`config.mk`:
```
export PLATFORM = sky130hd
export DESIGN_NAME = gpt_bank
export DESIGN_NICKNAME = d
export VERILOG_FILES = /design/src/rtl/gpt_pkg.sv /design/src/rtl/gpt_tick_div.sv /design/src/rtl/gpt_channel.sv /design/src/rtl/gpt_irq.sv /design/src/rtl/gpt_bank.sv
export SDC_FILE = /design/constraint.sdc
export NUM_CORES = 2
export LEC_CHECK = 0
export CAP_MARGIN = 5
export CORE_MARGIN = 2
export CORE_UTILIZATION = 43
export CTS_BUF_LIST = sky130_fd_sc_hd__clkbuf_2 sky130_fd_sc_hd__clkbuf_4 sky130_fd_sc_hd__clkbuf_8
export DETAILED_ROUTE_END_ITERATION = 6
export HOLD_SLACK_MARGIN = 0.06
export PLACE_DENSITY = 0.67
export SYNTH_ARGS = -nofsm -noshare
export SYNTH_HDL_FRONTEND = slang
export SYNTH_SLANG_ARGS = --single-unit
```
`constraint.sdc`:
```
create_clock -name clk -period 4.6 [get_ports clk]
set_input_delay 0.92 -clock clk [delete_from_list [all_inputs] [get_ports clk]]
set_output_delay 0.92 -clock clk [all_outputs]
set_load 0.005 [all_outputs]
```
`src/rtl/gpt_pkg.sv`:
```
// Package: shared types and field positions for the timer bank.
// Assumes word-aligned 32-bit registers, four per channel window.
package gpt_pkg;

    typedef enum logic [1:0] {
        MODE_ONCE   = 2'd0,
        MODE_REPEAT = 2'd1,
        MODE_ALT    = 2'd2,
        MODE_FREE   = 2'd3
    } tmr_mode_e;

    // Register slot within a channel window (address bits [3:2]).
    localparam logic [1:0] SLOT_CTRL  = 2'd0;
    localparam logic [1:0] SLOT_CLK   = 2'd1;
    localparam logic [1:0] SLOT_COUNT = 2'd2;
    localparam logic [1:0] SLOT_CMP   = 2'd3;

    // Control and clock configuration field positions.
    localparam int CTRL_EN_BIT   = 0;
    localparam int CTRL_CLR_BIT  = 1;
    localparam int CTRL_MODE_LSB = 4;
    localparam int CLK_DIV_BIT   = 0;
    localparam int CLK_SRC_BIT   = 4;

endpackage

```
`src/rtl/gpt_tick_div.sv`:
```
// Module: picks one of two tick enables and optionally halves its rate.
// Assumes ticks are one-clock pulses. The phase restarts on a clear request
// so that a freshly started channel counts on the second tick when halving.
module gpt_tick_div (
    input  logic clk,
    input  logic rst_n,
    input  logic run,        // channel enabled and not being written
    input  logic restart,    // clear request resets the phase
    input  logic src_slow,
    input  logic div_two,
    input  logic fast_tick,
    input  logic slow_tick,
    output logic step
);
    logic sel_tick;
    logic phase_q;

    // Selected tick that the channel is allowed to use this cycle.
    always_comb sel_tick = run && (src_slow ? slow_tick : fast_tick);

    // Phase toggle for the divide-by-two setting.
    always_ff @(posedge clk) begin
        if (!rst_n || restart) begin
            phase_q <= 1'b0;
        end else if (sel_tick && div_two) begin
            phase_q <= ~phase_q;
        end
    end

    // Count step: every tick, or every second tick when halving.
    always_comb step = sel_tick && (!div_two || phase_q);

endmodule

```
`src/rtl/gpt_channel.sv`:
```
// Module: one timer channel with control, clock configuration, count and
// compare registers. Assumes at most one register write per cycle; a control
// write takes precedence over a count step in the same cycle.
module gpt_channel
    import gpt_pkg::*;
#(
    parameter int CNT_W = 32
) (
    input  logic             clk,
    input  logic             rst_n,
    input  logic             ctrl_wr,
    input  logic             clk_wr,
    input  logic             cmp_wr,
    input  logic [31:0]      wdata,
    input  logic             fast_tick,
    input  logic             slow_tick,
    output logic             en_o,
    output tmr_mode_e        mode_o,
    output logic             src_o,
    output logic             div_o,
    output logic [CNT_W-1:0] count_o,
    output logic [CNT_W-1:0] cmp_o,
    output logic             match_o
);
    logic             en_q;
    tmr_mode_e        mode_q;
    logic             src_q;
    logic             div_q;
    logic [CNT_W-1:0] cnt_q;
    logic [CNT_W-1:0] cmp_q;
    logic [CNT_W-1:0] cnt_next;
    logic             step;
    logic             hit;
    logic             clr_req;

    // Clear request decoded from a control write.
    always_comb clr_req = ctrl_wr && wdata[CTRL_CLR_BIT];

    gpt_tick_div u_div (
        .clk       (clk),
        .rst_n     (rst_n),
        .run       (en_q && !ctrl_wr),
        .restart   (clr_req),
        .src_slow  (src_q),
        .div_two   (div_q),
        .fast_tick (fast_tick),
        .slow_tick (slow_tick),
        .step      (step)
    );

    // Compare detection on the value the count is about to take.
    always_comb begin
        cnt_next = cnt_q + 1'b1;
        hit      = step && (mode_q != MODE_FREE) && (cnt_next == cmp_q);
    end

    // Control, enable and count update.
    always_ff @(posedge clk) begin
        if (!rst_n) begin
            en_q   <= 1'b0;
            mode_q <= MODE_ONCE;
            cnt_q  <= '0;
        end else if (ctrl_wr) begin
            en_q   <= wdata[CTRL_EN_BIT];
            mode_q <= tmr_mode_e'(wdata[CTRL_MODE_LSB +: 2]);
            if (wdata[CTRL_CLR_BIT]) begin
                cnt_q <= '0;
            end
        end else if (hit) begin
            if (mode_q == MODE_REPEAT) begin
                cnt_q <= '0;
            end else begin
                cnt_q <= cnt_next;
                en_q  <= 1'b0;
            end
        end else if (step) begin
            cnt_q <= cnt_next;
        end
    end

    // Clock source, prescaler and compare registers.
    always_ff @(posedge clk) begin
        if (!rst_n) begin
            src_q <= 1'b0;
            div_q <= 1'b0;
            cmp_q <= '0;
        end else begin
            if (clk_wr) begin
                src_q <= wdata[CLK_SRC_BIT];
                div_q <= wdata[CLK_DIV_BIT];
            end
            if (cmp_wr) begin
                cmp_q <= wdata[CNT_W-1:0];
            end
        end
    end

    assign en_o    = en_q;
    assign mode_o  = mode_q;
    assign src_o   = src_q;
    assign div_o   = div_q;
    assign count_o = cnt_q;
    assign cmp_o   = cmp_q;
    assign match_o = hit;

    // a clear request leaves the count at zero.
    assert_clear_zero_R3: assert property (@(posedge clk) disable iff (!rst_n)
        clr_req |=> (cnt_q == '0));

    // a one-shot match drops the enable.
    assert_oneshot_stop_R6: assert property (@(posedge clk) disable iff (!rst_n)
        (hit && mode_q != MODE_REPEAT) |=> !en_q);

    // a repeat match reloads zero on the same edge.
    assert_repeat_reload_R7: assert property (@(posedge clk) disable iff (!rst_n)
        (hit && mode_q == MODE_REPEAT) |=> (cnt_q == '0));

    // free-running channels never report a match.
    assert_free_quiet_R8: assert property (@(posedge clk) disable iff (!rst_n)
        (mode_q == MODE_FREE) |-> !match_o);

    // a disabled channel holds its count unless written.
    assert_hold_count_R9: assert property (@(posedge clk) disable iff (!rst_n)
        (!en_q && !ctrl_wr) |=> $stable(cnt_q));

endmodule

```
`src/rtl/gpt_irq.sv`:
```
// Module: shared interrupt enable mask and pending flags with write-one
// acknowledge. Assumes match pulses are one cycle wide; a match beats an
// acknowledge of the same bit in the same cycle.
module gpt_irq #(
    parameter int NCH = 6
) (
    input  logic           clk,
    input  logic           rst_n,
    input  logic           en_wr,
    input  logic           ack_wr,
    input  logic [NCH-1:0] wbits,
    input  logic [NCH-1:0] match,
    output logic [NCH-1:0] en_o,
    output logic [NCH-1:0] pend_o,
    output logic           irq_o
);
    logic [NCH-1:0] en_q;
    logic [NCH-1:0] pend_q;
    logic [NCH-1:0] ack_mask;

    // Bits the current write acknowledges.
    always_comb ack_mask = ack_wr ? wbits : '0;

    // Enable mask register.
    always_ff @(posedge clk) begin
        if (!rst_n) begin
            en_q <= '0;
        end else if (en_wr) begin
            en_q <= wbits;
        end
    end

    // Pending flags: set by match, cleared by write-one, set wins.
    always_ff @(posedge clk) begin
        if (!rst_n) begin
            pend_q <= '0;
        end else begin
            pend_q <= (pend_q & ~ack_mask) | match;
        end
    end

    assign en_o   = en_q;
    assign pend_o = pend_q;
    assign irq_o  = |(pend_q & en_q);

    // every match leaves its pending flag set, even under an acknowledge.
    assert_match_wins_R12: assert property (@(posedge clk) disable iff (!rst_n)
        (|match) |=> ((pend_q & $past(match)) == $past(match)));

    // without a match, writing zeros to acknowledge changes nothing.
    assert_ack_zero_R10: assert property (@(posedge clk) disable iff (!rst_n)
        (ack_wr && wbits == '0 && match == '0) |=> $stable(pend_q));

endmodule

```
`src/rtl/gpt_bank.sv`:
```
// Module: top of the timer bank. Decodes the register window, instantiates
// one channel per index 1..NCH and the shared interrupt block, and muxes
// read data combinationally. Assumes byte addresses, word-aligned access.
module gpt_bank
    import gpt_pkg::*;
#(
    parameter int NCH   = 6,
    parameter int CNT_W = 32,
    parameter int AW    = 8
) (
    input  logic          clk,
    input  logic          rst_n,
    input  logic          bus_wr,
    input  logic [AW-1:0] bus_addr,
    input  logic [31:0]   bus_wdata,
    output logic [31:0]   bus_rdata,
    input  logic          fast_tick,
    input  logic          slow_tick,
    output logic          irq
);
    localparam int IDX_W = AW - 4;

    logic [IDX_W-1:0] win_idx;
    logic [1:0]       slot;
    logic             aligned;
    logic             glb_sel;
    logic [NCH-1:0]   ch_sel;

    logic [NCH-1:0]   ch_en;
    tmr_mode_e        ch_mode [NCH];
    logic [NCH-1:0]   ch_src;
    logic [NCH-1:0]   ch_div;
    logic [CNT_W-1:0] ch_cnt  [NCH];
    logic [CNT_W-1:0] ch_cmp  [NCH];
    logic [NCH-1:0]   ch_match;
    logic [NCH-1:0]   irq_en;
    logic [NCH-1:0]   irq_pend;

    // Address split into window index and register slot.
    always_comb begin
        win_idx = bus_addr[AW-1:4];
        slot    = bus_addr[3:2];
        aligned = (bus_addr[1:0] == 2'b00);
        glb_sel = aligned && (win_idx == '0);
    end

    genvar gi;
    generate
        for (gi = 0; gi < NCH; gi++) begin : g_ch
            // Channel gi+1 owns window gi+1.
            always_comb ch_sel[gi] = aligned && (win_idx == IDX_W'(gi + 1));

            gpt_channel #(.CNT_W(CNT_W)) u_ch (
                .clk       (clk),
                .rst_n     (rst_n),
                .ctrl_wr   (bus_wr && ch_sel[gi] && slot == SLOT_CTRL),
                .clk_wr    (bus_wr && ch_sel[gi] && slot == SLOT_CLK),
                .cmp_wr    (bus_wr && ch_sel[gi] && slot == SLOT_CMP),
                .wdata     (bus_wdata),
                .fast_tick (fast_tick),
                .slow_tick (slow_tick),
                .en_o      (ch_en[gi]),
                .mode_o    (ch_mode[gi]),
                .src_o     (ch_src[gi]),
                .div_o     (ch_div[gi]),
                .count_o   (ch_cnt[gi]),
                .cmp_o     (ch_cmp[gi]),
                .match_o   (ch_match[gi])
            );
        end
    endgenerate

    gpt_irq #(.NCH(NCH)) u_irq (
        .clk    (clk),
        .rst_n  (rst_n),
        .en_wr  (bus_wr && glb_sel && slot == 2'd0),
        .ack_wr (bus_wr && glb_sel && slot == 2'd2),
        .wbits  (bus_wdata[NCH-1:0]),
        .match  (ch_match),
        .en_o   (irq_en),
        .pend_o (irq_pend),
        .irq_o  (irq)
    );

    // Read data mux over global and channel registers.
    always_comb begin
        bus_rdata = '0;
        if (glb_sel) begin
            if (slot == 2'd0) bus_rdata = 32'(irq_en);
            if (slot == 2'd2) bus_rdata = 32'(irq_pend);
        end
        for (int i = 0; i < NCH; i++) begin
            if (ch_sel[i]) begin
                case (slot)
                    SLOT_CTRL: begin
                        bus_rdata[CTRL_EN_BIT]           = ch_en[i];
                        bus_rdata[CTRL_MODE_LSB +: 2]    = ch_mode[i];
                    end
                    SLOT_CLK: begin
                        bus_rdata[CLK_SRC_BIT] = ch_src[i];
                        bus_rdata[CLK_DIV_BIT] = ch_div[i];
                    end
                    SLOT_COUNT: bus_rdata = 32'(ch_cnt[i]);
                    default:    bus_rdata = 32'(ch_cmp[i]);
                endcase
            end
        end
    end

    // at most one window is decoded at a time.
    assert_one_window_R2: assert property (@(posedge clk) disable iff (!rst_n)
        $onehot0({glb_sel, ch_sel}));

endmodule

```
[Yosys cells after proc, flatten, opt, wreduce, memory -nomap -nowiden]
Index checks and enable logic that the tools add are counted.
Operators by class
  reduce and logical (&&, ||, !) cells: 130
  eq/ne operators: 39
  mux-type cells: 89
  multipliers: 0
  magnitude comparators: 0
  add/subtract/negate cells: 6
  shift operators: 0
  divide/modulo/power cells: 0
  bitwise logic cells: 10
Operators by type and width (count)
  2-to-1 mux 32 bit: 33
  one-hot mux 26 bit (2 select lines): 6
  adder 32 x 1 -> 32 bit, second input constant: 6
  == test 32 bit: 6
  logical AND 1 bit: 76
  one-hot mux 1 bit (3 select lines): 18
  one-hot mux 3 bit (2 select lines): 6
  2-to-1 mux 1 bit: 24
  inequality test 2 bit, second input constant: 12
  AND reduction 2 bit: 12
  nonzero test 3 bit: 6
  == test 2 x 1 -> 1 bit, second input constant: 7
  logical NOT 1 bit: 13
  bitwise AND 6 bit: 2
  == test 4 x 3 -> 1 bit, second input constant: 3
  logical OR 1 bit: 12
  2-to-1 mux 6 bit: 2
  inequality test 2 x 1 -> 1 bit, second input constant: 6
  nonzero test 2 bit: 6
  == test 4 x 2 -> 1 bit, second input constant: 2
  NOT 1 bit: 6
  NOT 6 bit: 1
  bitwise OR 6 bit: 1
  OR reduction 6 bit: 1
  5 further kinds: 7
Storage, ports and cells
  bits of input ports: 45
  register bits: 432
  memories kept: 0
  logic and storage cells: 318
  bits in writable memories: 0
  latch bits: 0
  ROM bits: 0

[Depth between registers and ports, before layout]
  word-level depth: 16
  mapped depth: 14
  mapped depth without buffers: 10

[By module]
From an unflattened synthesis, not the netlist that was laid out.
Unflattened totals
  cells, all modules: 3751
  area total of the unflattened synthesis: 31295.0 sq um
Modules (own cells, without submodules)
  gpt_channel at g_ch[1].u_ch ...: area each 4390.5 sq um, times used 5, sequential area each 1381.3 sq um, cells an instance 524
  gpt_channel at g_ch[0].u_ch: area each 4299.1 sq um, times used 1, sequential area each 1381.3 sq um, cells an instance 509
  gpt_bank: area each 4083.9 sq um, times used 1, sequential area each 0.0 sq um, cells an instance 520
  gpt_tick_div: area each 81.3 sq um, times used 6, sequential area each 20.0 sq um, cells an instance 10
  gpt_irq: area each 471.7 sq um, times used 1, sequential area each 240.2 sq um, cells an instance 42

[Worst setup path after synthesis]
Ideal clock, no wire load.
  path type: in2out
  start point: in bus_addr[2]
  end point: out bus_rdata[10]
  stages: 7
  data required time: 3.680 ns
  path buffers: 5
  path slack: 0.656 ns
  arrival time: 3.024 ns
  cell sequence: buf_2 > buf_1 > buf_1 > buf_1 > buf_1 > mux2i_1 > o221ai_1
Between the ends
  cells in the longest elaborated chain, start to end: 14
  elaborated cells between the ends (all ways): 16
  classes of those cells: eq/ne: 2; mux: 12; reduce/logical: 2
Ends and longest elaborated chain
  start: declaration: RTL line gpt_bank.sv:14  | input logic [AW-1:0] bus_addr,
  == test 2 x 1 -> 1 bit or logical NOT 2 bit (tied branches): RTL line gpt_bank.sv:94  | case (slot)
  OR reduction 2 bit (no line)
  one-hot mux 26 bit (2 select lines): RTL line gpt_bank.sv:94
  2-to-1 mux 32 bit: RTL line gpt_bank.sv:93  | if (ch_sel[i]) begin
  one-hot mux 26 bit (2 select lines): RTL line gpt_bank.sv:94
  2-to-1 mux 32 bit: RTL line gpt_bank.sv:93
  one-hot mux 26 bit (2 select lines): RTL line gpt_bank.sv:94
  2-to-1 mux 32 bit: RTL line gpt_bank.sv:93
  one-hot mux 26 bit (2 select lines): RTL line gpt_bank.sv:94
  2-to-1 mux 32 bit: RTL line gpt_bank.sv:93
  one-hot mux 26 bit (2 select lines): RTL line gpt_bank.sv:94
  2-to-1 mux 32 bit: RTL line gpt_bank.sv:93
  one-hot mux 26 bit (2 select lines): RTL line gpt_bank.sv:94
  2-to-1 mux 32 bit *: RTL line gpt_bank.sv:93
  end: declaration: RTL line gpt_bank.sv:16  | output logic [31:0] bus_rdata,
Every way passes the cells marked *; elsewhere a longest branch is shown, timed or not.

[Final worst setup path]
  start point: in bus_addr[7]
  end point: out bus_rdata[24]
Between the ends
  cells in the longest elaborated chain, start to end: 15
  elaborated cells between the ends (all ways): 27
  classes of those cells: eq/ne: 6; mux: 13; reduce/logical: 8
Ends and longest elaborated chain
  logical NOT 4 bit: RTL line gpt_bank.sv:44  | glb_sel = aligned && (win_idx == '0);
  logical AND 1 bit: RTL line gpt_bank.sv:44
  2-to-1 mux 32 bit: RTL line gpt_bank.sv:88  | if (glb_sel) begin
  one-hot mux 26 bit (2 select lines): RTL line gpt_bank.sv:94
  2-to-1 mux 32 bit: RTL line gpt_bank.sv:93
  one-hot mux 26 bit (2 select lines): RTL line gpt_bank.sv:94
  2-to-1 mux 32 bit: RTL line gpt_bank.sv:93
  one-hot mux 26 bit (2 select lines): RTL line gpt_bank.sv:94
  2-to-1 mux 32 bit: RTL line gpt_bank.sv:93
  one-hot mux 26 bit (2 select lines): RTL line gpt_bank.sv:94
  2-to-1 mux 32 bit: RTL line gpt_bank.sv:93
  one-hot mux 26 bit (2 select lines): RTL line gpt_bank.sv:94
  2-to-1 mux 32 bit: RTL line gpt_bank.sv:93
  one-hot mux 26 bit (2 select lines): RTL line gpt_bank.sv:94
  2-to-1 mux 32 bit *: RTL line gpt_bank.sv:93
Marks and branches as above.

==> impl_metrics.tcl <==
set metrics [dict create \
    run_status "complete, no violations" \
    yosysTopAreaCell "sky130_fd_sc_hd__dfxtp_1" \
    report.final.hold_viol_count 0 \
    ys_seq_area_share_pct 30.0 \
    global_route.overflow_total 0 \
    pwr-share-comb_pct 5.5 \
    crit_chain "clkdlybuf4s50_1 > nor4_4 > buf_6 > and3_1 > and2_1 > buf_12 > a22oi_1 > o21ai_0 > o221ai_1 > clkdlybuf4s50_1" \
    synth_seq_cells 432 \
    setup_violations_final 0 \
    insertion_delay_ps 720 \
    worst-endpoint-required_ps 3680 \
    drive_gt1_share_pct 10.4 \
    placementRows 94 \
    timing.final.crit_period_ps 4570 \
    max_slew_margin_pct 16.7 \
    hold_path.class "reg -> reg" \
    clock_skew_ps 40.3 \
    worstPathArrival_ps 3650 \
    vias 30000 \
    grt_pass1_vias 27000 \
    clock_tree.buffer_depth 3 \
    hpwl_um 87800 \
    drc 0 \
    distinct_cell_type_count_of_the_synthesized_netlist 92 \
    ys_dominant_reg_cell "sky130_fd_sc_hd__dfxtp_1" \
    routedWlPerCell_um 25.0 \
    clkSinkCount 432 \
    grt.total_usage_pct 33.6 \
    cts.repair_timing.setup_buffer_count 0 \
    synthesis_to_finish_area_growth_pct 13.4 \
    die_area_um2 69100 \
    cts_buffers 82 \
    synthArstFlopShare_pct 0 \
    finalSetupTns_ps 0 \
    i_o_pins 78 \
    netlist_top_cells_area "sky130_fd_sc_hd__dfxtp_1, sky130_fd_sc_hd__nand2_1, sky130_fd_sc_hd__mux2i_1, sky130_fd_sc_hd__a21oi_1, sky130_fd_sc_hd__xnor2_1" \
    gp_routability_congestion 1.04 \
    mean_cell_area_of_the_mapped_netlist_um2 7.49 \
    detail_route.vias_per_cell 6.27 \
    fp.dieW_um 263 \
    maximum_number_of_pins_on_one_net_before_global_route_repair 90 \
    max_freq_mhz 219 \
    synth.most_common_cell "sky130_fd_sc_hd__nand2_1" \
    power_switching_mw 2.12 \
    synth.cell_area_um2 28800 \
    timing.critical_path.max_delay_family "buffers and inverters" \
    yosysWarnings 0 \
    setup.worst_path.class "in -> out" \
    post-route-period-util_pct 99.3 \
    cts-root-buf "sky130_fd_sc_hd__clkbuf_8" \
    tritoncts "built" \
    h-tree-depth 3 \
    worst_setup_path_start_kind "input pin" \
    power_leakage_nw 11.2 \
    clock_power_share_pct 49.3 \
    grt_first_pass_wirelength_um 177000 \
    nNetsFinal 3914 \
    final-max-slew-violation-count 0 \
    firstDrtPassIters 7 \
    critical_path_peak_fanout 28 \
    floorplan.die.height_um 263 \
    drt-initial-drc-count 3773 \
    antenna_left 0 \
    worstMarginPinSlew_ps 1250 \
    maxCapViolations 0 \
    grt_antenna_before_repair 9 \
    crit_buf_inv 4 \
    synthesis.instances 3846 \
    internal-power_mw 6.18 \
    path_clk_slew_ps 60 \
    switching_fraction_of_total_power_pct 25.5 \
    grt_setup_unrepaired "false" \
    critical_path.endpoint_type "output pin" \
    synth-edff-count 0 \
    fin_worst_hold_slack_ps 481 \
    holdBufCountCts 0 \
    power.density_nw_per_um2 254 \
    synth_fp_nets 3897 \
    worst_path_max_delay_cell "sky130_fd_sc_hd__clkdlybuf4s50_1" \
    port_buffers 77 \
    initial_core_util_pct 43.6 \
    totalWireLength_um 120000 \
    netlist.area_leader.share_pct 30.0 \
    seqPwrFrac_pct 45.2 \
    placed_area_um2 30900 \
    synth.top_cells.by_count "sky130_fd_sc_hd__nand2_1, sky130_fd_sc_hd__dfxtp_1, sky130_fd_sc_hd__a21oi_1" \
    fp.coreArea_um2 66100 \
    stdcell_area_um2 32700 \
    critical_path.max_stage_delay_ps 500 \
    peakVddDrop_mv 0.166 \
    critical_path.most_common_cell "sky130_fd_sc_hd__clkdlybuf4s50_1" \
]
==> logic make-up after synthesis <==
logic type	count (synthesis)	synth area share [%]
muxes	239	8.88
xor gates and xnor gates	296	9.10
DFF	432	30.0
adders and majority gates	6	0.260
and+or+nand+nor	1661	28.3
buffers and inverters	378	5.35
AOI/OAI and AO/OA	834	18.1
==> final cells by class <==
cell class | count | area, um^2
Antenna cell | 2 | 5.00
Clock buffer | 131 | 1640
Clock inverter | 8 | 82.6
Fill cell | 6531 | 33400
Inverter | 57 | 221
Multi-Input combinational cell | 3036 | 18700
Sequential cell | 432 | 8650
Tap cell | 864 | 1080
Timing Repair Buffer | 254 | 2260
==> final timing paths <==
path,slack (ps),cells after the start,end,from
min,480,2,u_irq.pend_o[0],u_irq.pend_o[0]
min reg2reg,480,2,u_irq.pend_o[0],u_irq.pend_o[0]
max,30,10,bus_rdata[24],bus_addr[7]
max reg2reg,520,10,g_ch[5].u_ch.count_o[29],g_ch[5].u_ch.count_o[5]
==> cell usage in the layout (no fill, tap or decap), drive strengths merged, types with 11 or more instances in the layout <==
master	instances
nor2	173
nand4	112
mux2	14
nand3	227
nand2b	23
or4	23
or3	18
a21o	14
buf	180
nor3	72
o311ai	24
a211oi	18
a22o	16
clkbuf	131
a22oi	40
and2	36
dfxtp	432
nand2	715
and3	69
o211ai	24
nand4b	11
xnor2	188
o22ai	46
and4	34
nor2b	33
a21oi	335
mux4	12
nor3b	14
xor2	106
or2	13
o221ai	29
o21ai	138
o31ai	25
a31oi	37
mux2i	213
nand3b	14
inv	59
clkdlybuf4s50	73
nor4	58
==> worst min-delay path, delay by kind of cell, from the launching register on <==
kind | cells | cell delay (ps)
AO/OA/AOI/OAI | 1 | 50
AND/OR/NAND/NOR | 1 | 60
flip-flops | 1 | 320
==> through the flow <==
step | setup WS [ps] | util [%] | total power, mW | std cells
final | 30.8 | 49.4 | 8.30 | 4784
after global routing | 1.11 | 49.4 | 8.51 | 4783
after CTS | 60.0 | 49.3 | 8.32 | 4782
after detailed placement | -18.9 | 46.7 | 4.27 | 4643
after global placement | -30.4 | 46.7 | 4.27 | 4643
after floorplan | 656 | - | 4.03 | 3846
==> state kept, by name, indices dropped and copies added (netlist names) <==
signal,flops
g_ch.u_ch.cmp_o,192
g_ch.u_ch.count_o,192
g_ch.u_ch.mode_o,12
g_ch.u_ch.div_o,6
g_ch.u_ch.en_o,6
g_ch.u_ch.src_o,6
g_ch.u_ch.u_div.phase_q,6
u_irq.en_o,6
u_irq.pend_o,6
==> layer usage <==
metal / track usage [%] / vias to the layer above / share of wire, % / wire (um)
li1: - / 13900 / - / -
met1: 43.8 / 14300 / 40 / 48300
met2: 51.1 / 1516 / 43 / 51700
met3: 8.05 / 317 / 11 / 12600
met4: 18.4 / 8 / 6.0 / 7190
met5: 0 / - / 0.048 / 57
==> power by group through the flow <==
stage	registers, mW	clock network (mW)	logic [mW]
6_report	3.75	4.09	0.460
5_1_grt	3.75	4.30	0.464
4_1_cts	3.75	4.13	0.443
3_5_place_dp	3.83	0	0.442
3_3_place_gp	3.83	0	0.443
2_1_floorplan	3.83	0	0.197
==> repair_timing <==
item / 4_1_cts / 5_1_grt
resized for setup: 1 / 22
pin swaps: 0 / 2
endpoints found under the setup margin: 3 / 20
Note: power is estimated with default switching activity, not from simulation.
